$ cat src/rtl/wb_pkg.sv
package wb_pkg;
  typedef enum logic [2:0] {
    OP_WR_WIP = 3'd0,
    OP_RD_WIP = 3'd1,
    OP_WR_DAT = 3'd2,
    OP_RD_DAT = 3'd3,
    OP_LOAD   = 3'd4,
    OP_SAVE   = 3'd5,
    OP_UP     = 3'd6,
    OP_DN     = 3'd7
  } wb_op_e;

  typedef enum logic [1:0] {
    ST_RECALL  = 2'd0,
    ST_IDLE    = 2'd1,
    ST_PEND    = 2'd2,
    ST_PERSIST = 2'd3
  } wb_state_e;
endpackage

$ cat src/rtl/wb_store.sv
module wb_store #(
  parameter int WIDTH = 8,
  parameter int DEPTH = 16,
  parameter int SEED  = 53,
  localparam int AW   = $clog2(DEPTH)
) (
  input  logic             clk,
  input  logic             we,
  input  logic [AW-1:0]    waddr,
  input  logic [WIDTH-1:0] wdata,
  input  logic [AW-1:0]    raddr,
  output logic [WIDTH-1:0] rdata
);
  logic [WIDTH-1:0] mem [DEPTH];

  // power-on contents model the factory state of the persistent slots
  initial begin
    for (int i = 0; i < DEPTH; i++) mem[i] = WIDTH'(SEED + 29 * i);
  end

  always_ff @(posedge clk) begin
    if (we) mem[waddr] <= wdata;
    rdata <= mem[raddr];
  end
endmodule

$ cat src/rtl/wb_wiper.sv
module wb_wiper #(
  parameter int WIDTH = 8
) (
  input  logic             clk,
  input  logic             rst,
  input  logic             ld,
  input  logic [WIDTH-1:0] ld_val,
  input  logic             up,
  input  logic             dn,
  output logic [WIDTH-1:0] pos
);
  localparam logic [WIDTH-1:0] TOP = '1;
  localparam logic [WIDTH-1:0] BOT = '0;

  always_ff @(posedge clk) begin
    if (rst)                   pos <= BOT;
    else if (ld)               pos <= ld_val;
    else if (up && pos != TOP) pos <= pos + 1'b1;
    else if (dn && pos != BOT) pos <= pos - 1'b1;
  end

  p_sat_top_r3: assert property (@(posedge clk) disable iff (rst)
    (!ld && up && pos == TOP) |=> pos == TOP);
  p_step_up_r3: assert property (@(posedge clk) disable iff (rst)
    (!ld && up && pos != TOP) |=> pos == $past(pos) + 1'b1);
  p_step_dn_r3: assert property (@(posedge clk) disable iff (rst)
    (!ld && !up && dn && pos != BOT) |=> pos == $past(pos) - 1'b1);
  p_sat_bot_r3: assert property (@(posedge clk) disable iff (rst)
    (!ld && !up && dn && pos == BOT) |=> pos == BOT);
endmodule

$ cat src/rtl/wb_ctrl.sv
module wb_ctrl
  import wb_pkg::*;
#(
  parameter int N_CH       = 4,
  parameter int N_REG      = 4,
  parameter int WIDTH      = 8,
  parameter int BUSY_TICKS = 500000,
  localparam int CH_W      = $clog2(N_CH),
  localparam int RG_W      = $clog2(N_REG),
  localparam int AW        = CH_W + RG_W
) (
  input  logic                  clk,
  input  logic                  rst,
  input  logic                  cmd_valid,
  input  logic [2:0]            cmd_op,
  input  logic [CH_W-1:0]       cmd_ch,
  input  logic [RG_W-1:0]       cmd_reg,
  input  logic [WIDTH-1:0]      cmd_data,
  input  logic                  wp_n,
  input  logic [N_CH*WIDTH-1:0] wip_bus,
  input  logic [WIDTH-1:0]      ram_q,
  output logic                  ram_we,
  output logic [AW-1:0]         ram_waddr,
  output logic [WIDTH-1:0]      ram_wdata,
  output logic [AW-1:0]         ram_raddr,
  output logic [N_CH-1:0]       wip_ld,
  output logic [WIDTH-1:0]      wip_ld_val,
  output logic [N_CH-1:0]       wip_up,
  output logic [N_CH-1:0]       wip_dn,
  output logic                  cmd_ack,
  output logic                  cmd_err,
  output logic                  rd_valid,
  output logic [WIDTH-1:0]      rd_data,
  output logic                  busy
);
  localparam int CNT_W = $clog2(BUSY_TICKS + 1);
  localparam logic [CH_W-1:0] LAST_CH = CH_W'(N_CH - 1);

  wb_state_e        state;
  wb_op_e           op, pend_op;
  logic [CH_W-1:0]  rc_idx, rc_ch, pend_ch;
  logic             rc_vld;
  logic [CNT_W-1:0] cnt;
  logic [WIDTH-1:0] snap, wip_sel;
  logic             is_persist, take, refuse;

  assign op         = wb_op_e'(cmd_op);
  assign is_persist = (op == OP_WR_DAT) || (op == OP_SAVE);
  assign take       = cmd_valid && (state == ST_IDLE) && !(is_persist && !wp_n);
  assign refuse     = cmd_valid && !take;
  assign wip_sel    = wip_bus[cmd_ch*WIDTH +: WIDTH];
  assign busy       = (state != ST_IDLE);

  // RAM port steering
  assign ram_raddr = (state == ST_RECALL) ? {rc_idx, RG_W'(0)} : {cmd_ch, cmd_reg};
  assign ram_we    = take && is_persist;
  assign ram_waddr = {cmd_ch, cmd_reg};
  assign ram_wdata = (op == OP_SAVE) ? wip_sel : cmd_data;

  // wiper update strobes
  always_comb begin
    wip_ld     = '0;
    wip_up     = '0;
    wip_dn     = '0;
    wip_ld_val = cmd_data;
    if (state == ST_RECALL && rc_vld) begin
      wip_ld[rc_ch] = 1'b1;
      wip_ld_val    = ram_q;
    end else if (state == ST_PEND && pend_op == OP_LOAD) begin
      wip_ld[pend_ch] = 1'b1;
      wip_ld_val      = ram_q;
    end else if (take) begin
      case (op)
        OP_WR_WIP: wip_ld[cmd_ch] = 1'b1;
        OP_UP:     wip_up[cmd_ch] = 1'b1;
        OP_DN:     wip_dn[cmd_ch] = 1'b1;
        default:   ;
      endcase
    end
  end

  always_ff @(posedge clk) begin
    if (rst) begin
      state    <= ST_RECALL;
      rc_idx   <= '0;
      rc_ch    <= '0;
      rc_vld   <= 1'b0;
      cnt      <= '0;
      cmd_ack  <= 1'b0;
      cmd_err  <= 1'b0;
      rd_valid <= 1'b0;
      rd_data  <= '0;
      pend_op  <= OP_RD_WIP;
      pend_ch  <= '0;
      snap     <= '0;
    end else begin
      cmd_ack  <= cmd_valid;
      cmd_err  <= refuse;
      rd_valid <= 1'b0;
      case (state)
        ST_RECALL: begin
          rc_idx <= rc_idx + 1'b1;
          rc_ch  <= rc_idx;
          rc_vld <= 1'b1;
          if (rc_vld && rc_ch == LAST_CH) state <= ST_IDLE;
        end
        ST_IDLE: begin
          if (take) begin
            case (op)
              OP_RD_WIP, OP_RD_DAT, OP_LOAD: begin
                state   <= ST_PEND;
                pend_op <= op;
                pend_ch <= cmd_ch;
                snap    <= wip_sel;
              end
              OP_WR_DAT, OP_SAVE: begin
                state <= ST_PERSIST;
                cnt   <= CNT_W'(BUSY_TICKS - 1);
              end
              default: ;
            endcase
          end
        end
        ST_PEND: begin
          state <= ST_IDLE;
          if (pend_op != OP_LOAD) begin
            rd_valid <= 1'b1;
            rd_data  <= (pend_op == OP_RD_DAT) ? ram_q : snap;
          end
        end
        ST_PERSIST: begin
          if (cnt == '0) state <= ST_IDLE;
          else           cnt   <= cnt - 1'b1;
        end
        default: state <= ST_IDLE;
      endcase
    end
  end

  p_recall_busy_r1: assert property (@(posedge clk) disable iff (rst)
    $past(rst) |-> busy);
  p_rd_after_ack_r5: assert property (@(posedge clk) disable iff (rst)
    rd_valid |-> ($past(cmd_ack) && !$past(cmd_err)));
  p_persist_busy_r7: assert property (@(posedge clk) disable iff (rst)
    ram_we |=> busy);
  p_busy_refuse_r8: assert property (@(posedge clk) disable iff (rst)
    (cmd_valid && busy) |=> (cmd_ack && cmd_err));
  p_wp_block_r9: assert property (@(posedge clk) disable iff (rst)
    (cmd_valid && !wp_n && (cmd_op == 3'd2 || cmd_op == 3'd5)) |=> cmd_err);
endmodule

$ cat src/rtl/wiper_bank.sv
module wiper_bank #(
  parameter int N_CH       = 4,
  parameter int N_REG      = 4,
  parameter int WIDTH      = 8,
  parameter int BUSY_TICKS = 500000,
  parameter int DR_SEED    = 53
) (
  input  logic                       clk,
  input  logic                       rst,
  input  logic                       cmd_valid,
  input  logic [2:0]                 cmd_op,
  input  logic [$clog2(N_CH)-1:0]    cmd_ch,
  input  logic [$clog2(N_REG)-1:0]   cmd_reg,
  input  logic [WIDTH-1:0]           cmd_data,
  input  logic                       wp_n,
  output logic                       cmd_ack,
  output logic                       cmd_err,
  output logic                       rd_valid,
  output logic [WIDTH-1:0]           rd_data,
  output logic                       busy,
  output logic [N_CH*WIDTH-1:0]      wiper_pos
);
  localparam int CH_W  = $clog2(N_CH);
  localparam int RG_W  = $clog2(N_REG);
  localparam int AW    = CH_W + RG_W;
  localparam int DEPTH = N_CH * N_REG;

  logic             ram_we;
  logic [AW-1:0]    ram_waddr, ram_raddr;
  logic [WIDTH-1:0] ram_wdata, ram_q, wip_ld_val;
  logic [N_CH-1:0]  wip_ld, wip_up, wip_dn;

  wb_store #(.WIDTH(WIDTH), .DEPTH(DEPTH), .SEED(DR_SEED)) u_store (
    .clk(clk), .we(ram_we), .waddr(ram_waddr), .wdata(ram_wdata),
    .raddr(ram_raddr), .rdata(ram_q)
  );

  wb_ctrl #(.N_CH(N_CH), .N_REG(N_REG), .WIDTH(WIDTH), .BUSY_TICKS(BUSY_TICKS)) u_ctrl (
    .clk(clk), .rst(rst), .cmd_valid(cmd_valid), .cmd_op(cmd_op),
    .cmd_ch(cmd_ch), .cmd_reg(cmd_reg), .cmd_data(cmd_data), .wp_n(wp_n),
    .wip_bus(wiper_pos), .ram_q(ram_q), .ram_we(ram_we), .ram_waddr(ram_waddr),
    .ram_wdata(ram_wdata), .ram_raddr(ram_raddr), .wip_ld(wip_ld),
    .wip_ld_val(wip_ld_val), .wip_up(wip_up), .wip_dn(wip_dn),
    .cmd_ack(cmd_ack), .cmd_err(cmd_err), .rd_valid(rd_valid),
    .rd_data(rd_data), .busy(busy)
  );

  for (genvar g = 0; g < N_CH; g++) begin : g_ch
    wb_wiper #(.WIDTH(WIDTH)) u_wiper (
      .clk(clk), .rst(rst), .ld(wip_ld[g]), .ld_val(wip_ld_val),
      .up(wip_up[g]), .dn(wip_dn[g]), .pos(wiper_pos[g*WIDTH +: WIDTH])
    );
  end
endmodule

$ cat config.mk
export PLATFORM = sky130hd
export DESIGN_NAME = wiper_bank
export DESIGN_NICKNAME = d
export VERILOG_FILES = /design/src/rtl/wb_pkg.sv /design/src/rtl/wb_store.sv /design/src/rtl/wb_wiper.sv /design/src/rtl/wb_ctrl.sv /design/src/rtl/wiper_bank.sv
export SDC_FILE = /design/constraint.sdc
export NUM_CORES = 1
export LEC_CHECK = 0
export CORE_MARGIN = 2
export CORE_UTILIZATION = 60
export CTS_CLUSTER_DIAMETER = 150
export DETAILED_ROUTE_END_ITERATION = 8
export HOLD_SLACK_MARGIN = 0.05
export PLACE_DENSITY = 0.8
export SLEW_MARGIN = 20
export SYNTH_ARGS = -nofsm -noshare
export SYNTH_HDL_FRONTEND = slang
export SYNTH_SLANG_ARGS = --single-unit
$ cat constraint.sdc
create_clock -name clk -period 11 [get_ports clk]
set_clock_uncertainty 0.15 [all_clocks]
set_input_delay 3.3 -clock clk [delete_from_list [all_inputs] [get_ports clk]]
set_output_delay 3.3 -clock clk [all_outputs]
set_load 0.01 [all_outputs]
* After elaboration in Yosys (flattened, before gate mapping) *
Memories as Yosys holds them, arrays and structs flattened. A register that Yosys moved wholly into a read port is not among the register bits.
Index checks and enable logic that the tools add are counted.

word-level totals
  register bits = 82
  latch bits = 0
  bits in writable memories = 128
  bits in read-only memories = 0
  input port bits = 19
  output and inout bits = 44
  logic and storage cells = 149
  memories = 1

operators by class
  add/sub/neg operators = 10
  multipliers = 0
  divide/modulo/power cells = 0
  $lt $le $gt $ge = 6
  eq/ne operators = 25
  shifts and indexed selects = 1
  muxes and demuxes = 47
  bitwise operators = 1
  reductions and logical operators = 42

memories
  name         words  width  rd ports  clocked after memory_dff  wr ports  line            text
  u_store.mem  16     8      1         1                         1         wb_store.sv:14  logic [WIDTH-1:0] mem [DEPTH];

operators with widths
  cell                   number
  $mux 8                 16
  $mux 19                3
  $mux 4                 13
  $pmux 19 s2            1
  $add 8x1->8 const B    4
  $ne 8x8->1 const B     4
  $reduce_bool 8->1      4
  $shiftx 32x6->8        1
  $sub 8x1->8 const B    4
  $logic_and 1x1->1      19
  $logic_not 19->1       1
  $sub 19x1->19 const B  1
  $eq 3x3->1 const B     5
  $reduce_bool 3->1      4
  $eq 3x2->1 const B     3
  $lt 2x3->1 const B     3
  $pmux 2 s4             1
  $reduce_and 4->1       2
  $demux 1 s2            3
  $eq 2x2->1 const B     3
  $ge 2x1->1 const B     3
  $mux 1                 6
  $mux 2                 3
  $ne 2x1->1 const B     3
  other kinds (16)       22

* Depth between registers and ports, before layout *
Gate-level depths: netlist (run 1).

  depth after elaboration = 12
  gate-level depth with buffers = 13

* Cells and area by module *
From an unflattened synthesis (run 1), not the netlist that was laid out.

second synthesis, totals
  cells, all modules = 944
  area, all modules = 11116.9 um^2

by module, submodules not included
  module    times used  cells an instance  area an instance (um^2)  seq. area each (um^2)
  wb_store  1           229                5147.4                   4003.8
  wb_wiper  4           91                 754.5                    160.2
  wb_ctrl   1           351                2951.6                   1001.0

* Worst setup path after synthesis (run 1) *
OpenSTA, ideal clock, no wires.

  kind = in2reg
  start point = input cmd_op[1]
  end point = register g_ch[2].u_wiper.pos[7]
  setup time = 120 ps
  arrival = 5954 ps
  required time = 10730 ps
  slack = 4776 ps
  cell stages on the path = 11
  cell sequence = nand3b_1 > buf_2 > a21oi_1 > nor3_1 > nand2_1 > ha_1 > or4_1 > o22ai_1 > mux2i_1 > mux2i_1 > a211o_1

between the ends
  word-level cells in the longest chain between the ends = 11

ends and longest elaborated chain
  what                                      line              text
  start: declaration                        wiper_bank.sv:11  input logic [2:0] cmd_op,
  $eq 3x2->1 or $eq 3x3->1 (tied branches)  wb_ctrl.sv:48     assign is_persist = (op == OP_WR_DAT) || (op == OP_SAVE);
  $logic_or 1x1->1                          wb_ctrl.sv:48
  $logic_and 1x1->1                         wb_ctrl.sv:49     assign take = cmd_valid && (state == ST_IDLE) && !(is_persist && !wp_n);
  $logic_not 1->1                           wb_ctrl.sv:49
  $logic_and 1x1->1                         wb_ctrl.sv:49
  $mux 4                                    wb_ctrl.sv:72     end else if (take) begin
  $mux 4                                    wb_ctrl.sv:69     end else if (state == ST_PEND && pend_op == OP_LOAD) begin
  $mux 4                                    wb_ctrl.sv:66     if (state == ST_RECALL && rc_vld) begin
  $logic_and 1x1->1                         wb_wiper.sv:18    else if (up && pos != TOP) pos <= pos + 1'b1;
  $mux 8                                    wb_wiper.sv:18
  $mux 8                                    wb_wiper.sv:17    else if (ld) pos <= ld_val;
  end signal: assignment                    wb_wiper.sv:17
  end signal: assignment                    wb_wiper.sv:18
  end signal: assignment                    wb_wiper.sv:19    else if (dn && pos != BOT) pos <= pos - 1'b1;
  end: declaration                          wb_wiper.sv:10    output logic [WIDTH-1:0] pos

Parallel ways exist; a longest one is shown, timed or not.
A chain may end at the register's enable or synchronous reset.

* Worst setup path after layout (run 1) *
  start point = input cmd_op[1]
  end point = register g_ch[0].u_wiper.pos[7]

between the ends
  word-level cells in the longest chain between the ends = 11

ends and longest elaborated chain
  what                                      line
  $eq 3x2->1 or $eq 3x3->1 (tied branches)  wb_ctrl.sv:48
  $logic_or 1x1->1                          wb_ctrl.sv:48
  $logic_and 1x1->1                         wb_ctrl.sv:49
  $logic_not 1->1                           wb_ctrl.sv:49
  $logic_and 1x1->1                         wb_ctrl.sv:49
  $mux 4                                    wb_ctrl.sv:72
  $mux 4                                    wb_ctrl.sv:69
  $mux 4                                    wb_ctrl.sv:66
  $logic_and 1x1->1                         wb_wiper.sv:18
  $mux 8                                    wb_wiper.sv:18
  $mux 8                                    wb_wiper.sv:17
  end signal: assignment                    wb_wiper.sv:17
  end signal: assignment                    wb_wiper.sv:18
  end signal: assignment                    wb_wiper.sv:19
  end: declaration                          wb_wiper.sv:10

Parallel ways exist; a longest one is shown, timed or not.

==> impl_summary.txt, run 1 <==
----------------------------------------------------
[Power and ir drop]
  Power per Cell Area ... 154 nW/um^2
  Leakage dissipation ... 0.00423 uW
  Net switching fraction of the power ... 0.240
  Combinational power share ... 0.104
  Overall Power ... approximately 1900 uW
  Part of the power in registers ... 0.482
  Switching power ... 447 uW
  Peak supply drop ... 0.156 mV
  Proportion of power drawn by the clock network ... 0.414
  Internal power summed over all cells ... 1410 uW

[Yosys]
  Total of warnings raised by yosys ... 0
  Number of flops mapped to enable cells by yosys ... roughly 130
  Async set-reset flop share out of synthesis ... 0
  Post-synthesis sequential area ratio ... 0.535
  Synth Net Count ... between 900 and 1000
  Yosys reg bits ... between 200 and 250
  Flip-flop cell with the highest count after synthesis ... sky130_fd_sc_hd__edfxtp_1
  Post-synthesis instance area ... 10600 um^2
  Number of distinct library cells after synthesis ... 69
  Average footprint of a synthesized cell ... approximately 12 um^2
  Synthesized netlist cell count ... slightly above 900

[Global route]
  Layer carrying the most global-route usage ... met2
  Via count of the first global-routing pass ... just over 7000
  Number of antenna violations at the first check in global routing ... 0
  Grt met2 use ... 0.463
  Overflow left after global routing ... 0
  Wire length of the first global-routing pass ... approximately 40000 um
  GR Util met3 ... 0.0407
  Met1 capacity usage during global routing ... 0.385
  Overall global routing resource usage ... 0.281
  Pin count of the biggest net entering global routing ... 75

[Placement]
  Detailed Place HPWL ... 17200 um
  GPL Wtd Cong ... 0.925
  IO buf count ... slightly above 60
  Post-Place Cells ... about 1200

[Route]
  DR vias/cell ... approximately 6.4
  Antenna Violating Nets Remaining ... 0
  Total via count after detailed routing ... 7750
  WL final ... around 26000 um
  Number of detailed-routing iterations run before antenna repair ... 5
  Post-detailed-route DRC marker count ... 0
  Initial drt markers ... roughly 800
  Routed wire length per instance ... ~21 um

[STA]
  Least-Margin Pin Slew ... between 900 and 1000 ps
  Achievable frequency ... roughly 0.14 GHz
  Setup repair after global routing missed its margin ... no
  Final setup viols ... 0
  Final Max Tran Viols ... 0
  Final Hold Vio Count ... 0
  Setup TNS ... 0 ps
  Portion of the clock cycle consumed by the worst path in the final layout ... 0.637
  Max-slew headroom ... 0.337
  Shortest period the worst path allows ... 7010 ps
  Hold_ws ... ~350 ps

[Cells and area]
  Layout-stage area growth over the synthesis result ... 14.9%
  Share of layout cells above drive strength 1 ... 0.110
  Most frequent standard cell in the layout excluding fill and tap cells ... sky130_fd_sc_hd__edfxtp_1
  Non-filler cells in the finished layout ... about 1200
  Count of inserted antenna diode cells ... 0
  Most used cells in the layout excluding fill and tap cells ... sky130_fd_sc_hd__edfxtp_1, sky130_fd_sc_hd__nor2_1, sky130_fd_sc_hd__dfxtp_1, sky130_fd_sc_hd__clkdlybuf4s50_1, sky130_fd_sc_hd__nand2_1
  NumNets Final ... just over 1000
  Count of fill cells added during filler insertion ... ~1200

[Worst hold path]
  Source of the worst hold timing path ... u_ctrl.snap[1]
  End point of the most critical hold path ... u_ctrl.snap[1]
  Type of the worst min-delay path ... reg2reg
  Worst hold path stage count ... 2

[CTS]
  Number of clock buffers inserted by TritonCTS ... 23
  Setup Buffers After CTS ... 0
  H-tree depth reported by CTS ... 1
  Register clock-pin slew on the reported worst setup and hold paths ... ~70 ps
  Cells resized by post-CTS repair ... 0
  Clock Tree Buf Depth ... 3
  CTS Hold Buffers Added ... 0
  Clock latency at the later pin of the worst-skew pair ... approximately 530 ps
  Clock Sink Count ... ~220
  Master cell of the clock root buffer ... sky130_fd_sc_hd__clkbuf_16
  Clock tree from TritonCTS ... yes

[Job]
  Maximum capacitance violations ... 0

[Outcome]
  Status ... complete, no violations

[Floorplan]
  Die W ... approximately 140 um
  Die area ... about 19000 um^2
  Core region area ... between 15000 and 20000 um^2
  Initial cell density of the core ... 0.612
  Height of the die ... between 100 and 150 um
  Total number of placement rows ... 48
  Number of top-level design ports ... 63

[Worst setup path]
  Critical path capture point type ... flop
  Kind of critical path ... in2reg
  Setup slack of the worst register-to-register path ... 7080 ps
  Setup crit start kind ... input pin
  Worst R2R Start ... u_ctrl.state[0]
  FF-to-FF End ... g_ch[0].u_wiper.pos[7]
  Arrival time of data at the critical path endpoint ... 7230 ps
  Cell count of the worst reg-to-reg path ... 10
  Data required time at the worst endpoint ... about 11000 ps
  Crit Path Max Fanout ... 11

----------------------------------------------------
-- kinds of logic after synthesis --
kind of cell	share of synthesized area
mux	0.111
xor+xnor	0.0299
simple gates	0.128
flops	0.535
compound gates	0.131
fa+ha+maj	0.0420
buf+inv	0.0234
-- worst max-delay path by stage --
stage                                         to       from  cells past startpoint
after floorplan           g_ch[2].u_wiper.pos[7]  cmd_op[1]                     11
after global placement    g_ch[0].u_wiper.pos[7]  cmd_op[1]                     12
after detailed placement  g_ch[0].u_wiper.pos[7]  cmd_op[1]                     12
after CTS                 g_ch[0].u_wiper.pos[7]  cmd_op[1]                     12
after global routing      g_ch[1].u_wiper.pos[7]  cmd_op[1]                     12
final                     g_ch[0].u_wiper.pos[7]  cmd_op[1]                     12
-- synthesized netlist by cell type (16+ instances only) --
cell | count | area share
sky130_fd_sc_hd__nand2_1 | 58 | 0.021
sky130_fd_sc_hd__o21ai_0 | 50 | 0.024
sky130_fd_sc_hd__xor2_1 | 18 | 0.015
sky130_fd_sc_hd__ha_1 | 29 | 0.034
sky130_fd_sc_hd__xnor2_1 | 18 | 0.015
sky130_fd_sc_hd__nor2_1 | 118 | 0.042
sky130_fd_sc_hd__nor3_1 | 22 | 0.010
sky130_fd_sc_hd__clkbuf_1 | 28 | 0.010
sky130_fd_sc_hd__dfxtp_1 | 90 | 0.17
sky130_fd_sc_hd__mux2i_1 | 35 | 0.033
sky130_fd_sc_hd__mux4_2 | 32 | 0.068
sky130_fd_sc_hd__a21oi_1 | 40 | 0.019
sky130_fd_sc_hd__edfxtp_1 | 128 | 0.36
sky130_fd_sc_hd__o221ai_1 | 16 | 0.013
-- layout make-up --
cell class | instances | area [um^2] | area share
inverter | 14 | 52.6 | 0.00433
multi-input combinational | 631 | 4680 | 0.386
sequential | 218 | 5650 | 0.466
tap | 225 | 282 | 0.0232
timing repair buffer | 73 | 698 | 0.0576
clock inverter | 13 | 105 | 0.00867
clock buffer | 29 | 659 | 0.0544
-- per-layer routing --
layer,up-vias,part of all wire
met2,340,0.48
met1,3772,0.41
met5,-,0
li1,3572,-
met4,0,0.032
met3,66,0.076
-- critical path, cell delays in order --
cell	delay, ps
sky130_fd_sc_hd__clkdlybuf4s50_1	580
sky130_fd_sc_hd__nand3b_1	540
sky130_fd_sc_hd__a21oi_1	280
sky130_fd_sc_hd__nor4_1	530
sky130_fd_sc_hd__nand2_1	390
sky130_fd_sc_hd__ha_1	400
sky130_fd_sc_hd__a211oi_1	290
sky130_fd_sc_hd__o21ai_0	150
sky130_fd_sc_hd__a31oi_1	230
sky130_fd_sc_hd__xor2_1	240
sky130_fd_sc_hd__mux2i_1	230
sky130_fd_sc_hd__o31ai_1	80
-- registers in the layout, summed over array words and instances, names as in the netlist --
name	count
u_store.mem	128
g_ch.u_wiper.pos	32
u_ctrl.cnt	19
u_ctrl.rd_data	8
u_ctrl.snap	8
u_store.rdata	8
u_ctrl.pend_op	3
u_ctrl.pend_ch	2
u_ctrl.rc_ch	2
u_ctrl.rc_idx	2
u_ctrl.state	2
u_ctrl.cmd_ack	1
u_ctrl.cmd_err	1
u_ctrl.rc_vld	1
u_ctrl.rd_valid	1
-- per-stage QoR --
stage / util / area, um^2 / setup slack, ps
global route: 0.703 / 12100 / 3600
global placement: 0.658 / 11300 / 3690
detailed placement: 0.659 / 11400 / 3580
finish: 0.703 / 12100 / 3990
floorplan: - / 10600 / 4780
CTS: 0.703 / 12100 / 4060
-- power groups by stage --
stage / sequential, uW / combinational [uW] / clock, uW
final: 897 / 193 / 771
after detailed placement: 914 / 189 / 0
after global routing: 898 / 209 / 812
after global placement: 913 / 186 / 0
after CTS: 896 / 191 / 781
after floorplan: 910 / 127 / 0
Power figures use the tool's default switching activity.
==> run 2, diff against run 1 <==
--- a/config.mk
+++ b/config.mk
@@ -6,11 +6,11 @@
 export NUM_CORES = 1
 export LEC_CHECK = 0
 export CORE_MARGIN = 2
-export CORE_UTILIZATION = 60
+export CORE_UTILIZATION = 54
 export CTS_CLUSTER_DIAMETER = 150
 export DETAILED_ROUTE_END_ITERATION = 8
 export HOLD_SLACK_MARGIN = 0.05
-export PLACE_DENSITY = 0.8
+export PLACE_DENSITY = 0.76
 export SLEW_MARGIN = 20
 export SYNTH_ARGS = -nofsm -noshare
 export SYNTH_HDL_FRONTEND = slang
==> constraint.sdc (replaced) <==
create_clock -name clk -period 5.65 [get_ports clk]
set_clock_uncertainty 0.15 [all_clocks]
set_input_delay 1.695 -clock clk [delete_from_list [all_inputs] [get_ports clk]]
set_output_delay 1.695 -clock clk [all_outputs]
set_load 0.01 [all_outputs]
==> impl_summary.txt, run 2 (synthesis results as in run 1) <==
----------------------------------------------------
[Floorplan]
  Die area ... roughly 21000 um^2
  Die W ... 144 um
  Number of top-level design ports ... 63
  Height of the die ... between 100 and 150 um
  Total number of placement rows ... roughly 50
  Initial cell density of the core ... 0.546
  Core region area ... approximately 19000 um^2

[STA]
  Setup TNS ... 0 ps
  Final Hold Vio Count ... 0
  Final Max Tran Viols ... 0
  Portion of the clock cycle consumed by the worst path in the final layout ... 0.846
  Achievable frequency ... around 0.21 GHz
  Max-slew headroom ... 0.256
  Setup repair after global routing missed its margin ... no
  Shortest period the worst path allows ... ~4800 ps
  Final setup viols ... 0
  Hold_ws ... ~340 ps
  Least-Margin Pin Slew ... 1120 ps

[Route]
  Antenna Violating Nets Remaining ... 0
  Initial drt markers ... 628
  Total via count after detailed routing ... 7733
  Post-detailed-route DRC marker count ... 0
  WL final ... ~26000 um
  Routed wire length per instance ... approximately 21 um
  DR vias/cell ... between 6 and 7
  Number of detailed-routing iterations run before antenna repair ... 5

[Worst setup path]
  Critical path capture point type ... flop
  Setup crit start kind ... input pin
  Data required time at the worst endpoint ... 5880 ps
  Arrival time of data at the critical path endpoint ... ~5000 ps
  Kind of critical path ... in2reg
  Cell count of the worst reg-to-reg path ... 10
  Crit Path Max Fanout ... 8

[Cells and area]
  Non-filler cells in the finished layout ... between 1000 and 1500
  Most frequent standard cell in the layout excluding fill and tap cells ... sky130_fd_sc_hd__edfxtp_1
  Layout-stage area growth over the synthesis result ... 16.4%
  Most used cells in the layout excluding fill and tap cells ... sky130_fd_sc_hd__edfxtp_1, sky130_fd_sc_hd__nor2_1, sky130_fd_sc_hd__dfxtp_1, sky130_fd_sc_hd__clkdlybuf4s50_1, sky130_fd_sc_hd__nand2_1
  Count of inserted antenna diode cells ... 0
  Share of layout cells above drive strength 1 ... 0.117
  Largest register by flop count ... u_store.mem
  Post-route design area ... 12300 um^2
  Largest register FFs ... roughly 130
  NumNets Final ... about 1000
  Registers with the highest flip-flop counts ... u_store.mem: 128 flops, g_ch.u_wiper.pos: 32 flops, u_ctrl.cnt: 19 flops
  Final standard cell utilization of the core ... 0.635

[Placement]
  Post-Place Cells ... approximately 1200
  Post-placement cell area ... around 11000 um^2
  GPL Wtd Cong ... around 0.9
  IO buf count ... 62
  Detailed Place HPWL ... ~18000 um

[Global route]
  Number of antenna violations at the first check in global routing ... 0
  Pin count of the biggest net entering global routing ... 49
  Wire length of the first global-routing pass ... a little over 40000 um
  Overall global routing resource usage ... 0.259
  Via count of the first global-routing pass ... ~7500
  Overflow left after global routing ... 0

[Power and ir drop]
  Net switching fraction of the power ... 0.234
  Part of the power in registers ... 0.469
  Leakage dissipation ... between 0.004 and 0.005 uW
  Proportion of power drawn by the clock network ... 0.430
  Switching power ... about 870 uW
  Internal power summed over all cells ... approximately 2900 uW
  Combinational power share ... 0.101
  Peak supply drop ... 0.270 mV
  Power per Cell Area ... between 300 and 400 nW/um^2

[CTS]
  CTS Hold Buffers Added ... 0
  H-tree depth reported by CTS ... 1
  Clock tree from TritonCTS ... yes
  Clock latency at the later pin of the worst-skew pair ... around 530 ps
  Number of clock buffers inserted by TritonCTS ... 23
  Register clock-pin slew on the reported worst setup and hold paths ... 60 ps
  Clock Sink Count ... between 200 and 250
  Clock Tree Buf Depth ... 3
  Setup Buffers After CTS ... 0
  Cells resized by post-CTS repair ... 0
  Master cell of the clock root buffer ... sky130_fd_sc_hd__clkbuf_16

[Worst hold path]
  Type of the worst min-delay path ... reg2reg
  Worst hold path stage count ... 2

[Job]
  Maximum capacitance violations ... 0

[Outcome]
  Status ... complete, no violations

----------------------------------------------------
[run 2: metal layers]
| layer | up-vias | share of wire | track usage |
|---|---|---|---|
| li1 | 3585 | - | - |
| met1 | 3752 | 0.42 | 0.355 |
| met2 | 329 | 0.47 | 0.424 |
| met3 | 67 | 0.071 | 0.0410 |
| met4 | 0 | 0.036 | 0.0903 |
| met5 | - | 0 | 0 |
[run 2: worst max-delay path: stages]
cell and delay [ps]:
sky130_fd_sc_hd__clkdlybuf4s50_1 620, sky130_fd_sc_hd__or3b_4 210, sky130_fd_sc_hd__a21oi_1 150, sky130_fd_sc_hd__nor4_1 470
sky130_fd_sc_hd__nand2_1 350, sky130_fd_sc_hd__ha_1 390, sky130_fd_sc_hd__a211oi_1 270, sky130_fd_sc_hd__o21ai_0 140
sky130_fd_sc_hd__a31oi_1 200, sky130_fd_sc_hd__xor2_1 210, sky130_fd_sc_hd__mux2i_1 210, sky130_fd_sc_hd__o31ai_1 70
[run 2: stage by stage]
step / total power, uW / setup WS [ps]
floorplan: 2020 / 1030
global placement: 2150 / 421
detailed placement: 2150 / 376
CTS: 3740 / 890
global route: 3830 / 487
finish: 3720 / 869
[run 2: worst paths after layout]
| path | endpoint | from | slack [ps] |
|---|---|---|---|
| setup reg to reg | g_ch[2].u_wiper.pos[7] | u_ctrl.state[1] | 1960 |
| setup / recovery | g_ch[0].u_wiper.pos[7] | cmd_op[0] | 870 |
| hold / removal | u_ctrl.rc_ch[1] | u_ctrl.rc_idx[1] | 340 |
| hold reg to reg | u_ctrl.rc_ch[1] | u_ctrl.rc_idx[1] | 340 |
[run 2: area by class of cell]
cell class,instances,area (um^2)
well taps,265,332
clock buffers,28,624
fillers,1488,7050
repair buffers,82,766
inverters,14,52.6
multi-input cells,631,4680
flip-flops and latches,218,5650
clock inverters,14,185
[run 2: power groups by stage]
stage | Combinational (uW) | Sequential (uW) | Clock, uW
5_1_grt | 410 | 1750 | 1680
4_1_cts | 375 | 1750 | 1620
3_3_place_gp | 367 | 1780 | 0
6_report | 377 | 1750 | 1600
2_1_floorplan | 246 | 1770 | 0
3_5_place_dp | 372 | 1780 | 0
